<file path="src/rtl/coh_ap_pkg.sv">
package coh_ap_pkg;
   localparam int PAGE_SHIFT = 12;
   localparam int SIZE_W     = 5;
   localparam int LG_W       = 7;

   typedef enum logic [1:0] {
      SEL_SIZE = 2'd0,
      SEL_BASE = 2'd1,
      SEL_PART = 2'd2,
      SEL_EN   = 2'd3
   } cfg_sel_e;
endpackage

</file>
<file path="src/rtl/coh_ap_cfg.sv">
module coh_ap_cfg
   import coh_ap_pkg::*;
#(
   parameter int ADDR_W = 32
) (
   input  logic                         clk,
   input  logic                         rst_n,
   input  logic                         we,
   input  logic [1:0]                   sel,
   input  logic [31:0]                  wdata,
   output logic [SIZE_W-1:0]            size_code,
   output logic [ADDR_W-PAGE_SHIFT-1:0] base_pg,
   output logic                         partial,
   output logic                         enable
);
   localparam int PG_W = ADDR_W - PAGE_SHIFT;

   always_ff @(posedge clk) begin
      if (!rst_n) begin
         size_code <= '0;
         base_pg   <= '0;
         partial   <= 1'b0;
         enable    <= 1'b0;
      end else if (we) begin
         unique case (cfg_sel_e'(sel))
            SEL_SIZE: size_code <= wdata[SIZE_W-1:0];
            SEL_BASE: base_pg   <= wdata[PG_W-1:0];
            SEL_PART: partial   <= wdata[0];
            SEL_EN:   enable    <= wdata[0];
         endcase
      end
   end
endmodule

</file>
<file path="src/rtl/coh_ap_mask.sv">
module coh_ap_mask
   import coh_ap_pkg::*;
#(
   parameter int ADDR_W = 32
) (
   input  logic [SIZE_W-1:0] size_code,
   output logic [ADDR_W-1:0] hi_mask
);
   logic [LG_W-1:0] lg;
   assign lg = LG_W'(size_code) + LG_W'(PAGE_SHIFT);

   for (genvar g = 0; g < ADDR_W; g++) begin : g_bit
      if (g < PAGE_SHIFT) begin : g_low
         assign hi_mask[g] = 1'b0;
      end else begin : g_cmp
         assign hi_mask[g] = (LG_W'(g) >= lg);
      end
   end
endmodule

</file>
<file path="src/rtl/coh_ap_match.sv">
module coh_ap_match
   import coh_ap_pkg::*;
#(
   parameter int ADDR_W = 32
) (
   input  logic                         clk,
   input  logic                         rst_n,
   input  logic                         req_valid,
   input  logic [ADDR_W-1:0]            req_addr,
   input  logic [ADDR_W-PAGE_SHIFT-1:0] base_pg,
   input  logic [ADDR_W-1:0]            hi_mask,
   input  logic                         enable,
   input  logic                         partial,
   output logic                         rsp_valid,
   output logic                         rsp_coherent,
   output logic                         rsp_partial
);
   logic [ADDR_W-1:0] base_addr;
   logic              hit;

   assign base_addr = {base_pg, {PAGE_SHIFT{1'b0}}};
   assign hit       = (((req_addr ^ base_addr) & hi_mask) == '0);

   always_ff @(posedge clk) begin
      if (!rst_n) begin
         rsp_valid    <= 1'b0;
         rsp_coherent <= 1'b0;
         rsp_partial  <= 1'b0;
      end else begin
         rsp_valid    <= req_valid;
         rsp_coherent <= req_valid & enable & hit;
         rsp_partial  <= req_valid & enable & hit & partial;
      end
   end
endmodule

</file>
<file path="src/rtl/coh_window_decoder.sv">
module coh_window_decoder
   import coh_ap_pkg::*;
#(
   parameter int ADDR_W = 32
) (
   input  logic              clk,
   input  logic              rst_n,
   input  logic              cfg_we,
   input  logic [1:0]        cfg_sel,
   input  logic [31:0]       cfg_wdata,
   input  logic              req_valid,
   input  logic [ADDR_W-1:0] req_addr,
   output logic              rsp_valid,
   output logic              rsp_coherent,
   output logic              rsp_partial
);
   localparam int PG_W = ADDR_W - PAGE_SHIFT;

   if (ADDR_W < PAGE_SHIFT + 1 || PG_W > 32) begin : g_bad_width
      $error("coh_window_decoder: ADDR_W out of range");
   end

   logic [SIZE_W-1:0] size_code;
   logic [PG_W-1:0]   base_pg;
   logic              cfg_partial;
   logic              cfg_enable;
   logic [ADDR_W-1:0] hi_mask;

   coh_ap_cfg #(.ADDR_W(ADDR_W)) u_cfg (
      .clk(clk), .rst_n(rst_n), .we(cfg_we), .sel(cfg_sel), .wdata(cfg_wdata),
      .size_code(size_code), .base_pg(base_pg),
      .partial(cfg_partial), .enable(cfg_enable)
   );

   coh_ap_mask #(.ADDR_W(ADDR_W)) u_mask (
      .size_code(size_code), .hi_mask(hi_mask)
   );

   coh_ap_match #(.ADDR_W(ADDR_W)) u_match (
      .clk(clk), .rst_n(rst_n), .req_valid(req_valid), .req_addr(req_addr),
      .base_pg(base_pg), .hi_mask(hi_mask), .enable(cfg_enable),
      .partial(cfg_partial), .rsp_valid(rsp_valid),
      .rsp_coherent(rsp_coherent), .rsp_partial(rsp_partial)
   );
endmodule

</file>
<file path="config.mk">
export PLATFORM = sky130hd
export DESIGN_NAME = coh_window_decoder
export DESIGN_NICKNAME = d
export VERILOG_FILES = /design/src/rtl/coh_ap_pkg.sv /design/src/rtl/coh_ap_cfg.sv /design/src/rtl/coh_ap_mask.sv /design/src/rtl/coh_ap_match.sv /design/src/rtl/coh_window_decoder.sv
export SDC_FILE = /design/constraint.sdc
export NUM_CORES = 1
export LEC_CHECK = 0
export BUFFER_PORTS_ARGS = -buffer_cell sky130_fd_sc_hd__buf_2
export CORE_MARGIN = 4
export CORE_UTILIZATION = 25
export CTS_CLUSTER_SIZE = 14
export DETAILED_ROUTE_END_ITERATION = 6
export PLACE_DENSITY_LB_ADDON = 0.08
export SLEW_MARGIN = 20
export SYNTH_ARGS = -nofsm -noshare
export SYNTH_HDL_FRONTEND = slang
export SYNTH_HIERARCHICAL = 1
export SYNTH_SLANG_ARGS = --single-unit
</file>
<file path="constraint.sdc">
create_clock -name clk -period 2.9 [get_ports clk]
set_clock_uncertainty 0.05 [all_clocks]
set_input_delay 0.87 -clock clk [delete_from_list [all_inputs] [get_ports clk]]
set_output_delay 0.87 -clock clk [all_outputs]
set_load 0.02 [all_outputs]
</file>
==> flow_summary.json <==
{
  "r2r_start": "u_cfg/size_code[2]$_SDFFE_PN0P_",
  "max_slew.worst_pin.slew_ps": 652,
  "yosysTopAreaCell": "dfxtp_1",
  "worstSetupPathType": "register to register",
  "antennaDiodeCount": 0,
  "timing.fmax_ghz": 0.442,
  "timing.final.max_slew_violations": 0,
  "crit_path_max_incr_delay_ps": 350,
  "grt_pass1_vias": 1810,
  "ant_nets": 0,
  "r2r_slack_ps": 640,
  "top_layer_used": "met4",
  "finalHoldViolations": 0,
  "drc": 0,
  "worstHoldPathType": "register to register",
  "cts_root_buffer": "clkbuf_8",
  "ys_seq_area_frac": 0.293,
  "grt_max_degree": 48,
  "final_cell_count_no_fill": 409,
  "synth.most_common_cell": "nand2_1",
  "p_per_area_mw_per_mm2": 430,
  "first_iter_violations": 56,
  "clockBufferDepth": 2,
  "critPathCaptureType": "register",
  "finalWorstSetupSlack_ps": 638,
  "finalNetCount": 382,
  "h-tree-depth": 2,
  "netlist.area_leader.share": 0.293,
  "routed_wl_mm": 5.25,
  "drive_above_1_share": 0.251,
  "peakVddDrop_mv": 0.216,
  "holdPathEnd": "u_cfg/enable$_SDFFE_PN0P_",
  "area_delta_synth_final_pct": 21.0,
  "setup_viol": 0,
  "postSynthAreaPerCell_um2": 8.16,
  "synth_flop_cell": "dfxtp_1",
  "core_region_area_mm2": 0.00785,
  "cpLargestDelayFamily": "simple AND/OR/NAND/NOR gates",
  "wire_per_inst_um": 12.8,
  "post_cts_buffers": 0,
  "io_pins": 73,
  "power_leakage_nw": 1.14,
  "timing.rr.end": "u_match/rsp_coherent$_SDFF_PN0_",
  "dpl.cell_count": 402,
  "status": "finished clean",
  "viasPerCell": 4.31,
  "hp-start": "u_cfg/enable$_SDFFE_PN0P_",
  "rsz0062_at_grt": "no",
  "hpwl_mm": 4.11,
  "synth.distinct_cells": 39,
  "drt-pass1-iter-count": 4,
  "grt_first_pass_wirelength_mm": 8.57,
  "cts-buffers-inserted": 5,
  "insertion_delay_ps": 280,
  "worst-path-buf-inv": 1,
  "min_delay_path_depth": 2,
  "cp_max_fo": 8,
  "pre_cts_ws_ps": 678,
  "async_reset_ff_frac": 0,
  "met2WireLength_mm": 2.50,
  "synth_area_leaders": "dfxtp_1 (29%), mux2i_1 (13%), nand2_1 (11%)",
  "m1WireLength_mm": 2.47,
  "synth-edff-count": 0,
  "cts_tree": "yes",
  "cp_cell_sequence": "inv_1 -> ha_1 -> or2_4 -> a2111oi_4 -> nor3_1 -> a22oi_1 -> nand4_1 -> nor4_1",
  "die_h_um": 98.5,
  "cpMaxStageDelayCell": "dfxtp_1",
  "post-route-period-util": 0.780,
  "critical_path_arrival_ps": 2390,
  "gp_routability_congestion": 0.893,
  "initial_core_util": 0.261,
  "clock_sinks": 30,
  "cts_resized": 0,
  "netlist_instances": 251,
  "yosys_warnings": 6,
  "wl_met3_um": 229,
  "ys_ff_latch": 30,
  "antenna_found_initial": 0,
  "num_rows": 32,
  "fin_crit_ps": 2260,
  "cap_viol_max_count": 0,
  "hold_buffers": 0,
  "die_x_um": 98.5,
  "cp.depth": 8,
  "grtUsageTotal": 0.111,
  "clkTransAtPathRegs_ps": 70,
  "timing.setup.tns_ps": 0,
  "vias": 1761,
  "ff2ff_path_depth": 8,
  "worstPathRequired_ps": 3030,
  "slew_headroom": 0.565,
  "cp-start-kind": "register",
  "dieArea_mm2": 0.00971,
  "netlist_top_cells_count": "nand2_1 (60), dfxtp_1 (30), mux2i_1 (27)",
  "syn_area_mm2": 0.00205,
  "finish.utilization": 0.316,
  "grt_overflow": 0,
  "io_buffers": 60
}
[metrics by stage]
stage          hold slack [ps]  area (um2)  power, mW
2_1_floorplan              381        2090      0.582
3_3_place_gp               402        2360      0.642
3_5_place_dp               406        2360      0.641
4_1_cts                    417        2480       1.09
5_1_grt                    439        2480       1.13
6_report                   412        2480       1.07
[final cells by class]
| type | instances | area [um2] |
|---|---|---|
| flip-flops and latches | 30 | 601 |
| well taps | 102 | 128 |
| clock inverters | 1 | 30.0 |
| inverters | 6 | 22.5 |
| repair buffers | 64 | 330 |
| multi-input cells | 200 | 1280 |
| fillers | 906 | 5370 |
| clock buffers | 6 | 82.6 |
[sequential cells by signal (all words and copies together) (netlist names)]
register / count
u_cfg/base_pg: 20
u_cfg/size_code: 5
u_cfg/enable: 1
u_cfg/partial: 1
u_match/rsp_coherent: 1
u_match/rsp_partial: 1
u_match/rsp_valid: 1
[tightest hold or removal path: stages, from the launching register on]
cell and delay (ps):
dfxtp_1 310, nand2_1 50, mux2i_1 50
[cells by family after synthesis]
logic type	Yosys count	synth area share
compound gates	40	0.142
xor+xnor	22	0.0941
fa+ha+maj	5	0.0305
buf+inv	32	0.100
flops	30	0.293
mux	27	0.132
other cells	1	0.00183
simple gates	94	0.206
[worst max-delay path by stage]
stage / start / endpoint / slack [ps]
6_report: u_cfg/size_code[2]$_SDFFE_PN0P_ / u_match/rsp_coherent$_SDFF_PN0_ / 640
3_3_place_gp: u_cfg/size_code[4]$_SDFFE_PN0P_ / u_match/rsp_coherent$_SDFF_PN0_ / 630
4_1_cts: u_cfg/size_code[2]$_SDFFE_PN0P_ / u_match/rsp_coherent$_SDFF_PN0_ / 640
5_1_grt: u_cfg/size_code[2]$_SDFFE_PN0P_ / u_match/rsp_coherent$_SDFF_PN0_ / 490
3_5_place_dp: u_cfg/size_code[2]$_SDFFE_PN0P_ / u_match/rsp_coherent$_SDFF_PN0_ / 680
2_1_floorplan: u_cfg/size_code[2]$_SDFFE_PN0P_ / u_match/rsp_coherent$_SDFF_PN0_ / 740
[layer usage]
layer | global-route usage | vias to the layer above
met5 | 0 | -
li1 | - | 938
met4 | 0.0347 | 0
met1 | 0.143 | 786
met2 | 0.181 | 32
met3 | 0.0269 | 5
[report_power, final]
group	internal, mW	leakage (nW)	switching, mW
Sequential	0.426	0.244	0.0114
Clock	0.275	0.0573	0.161
Combinational	0.0903	0.839	0.102
Total	0.791	1.14	0.275
[cell usage in the layout (no fill, tap or decap), types with 8 or more instances in the layout]
cell and n:
a21oi_1 10, a22oi_1 12, buf_2 60, conb_1 12, dfxtp_1 30, mux2i_1 27, nand2_1 60, nor2_1 8
xor2_1 21
No activity file was read; power rests on OpenSTA's default activity.
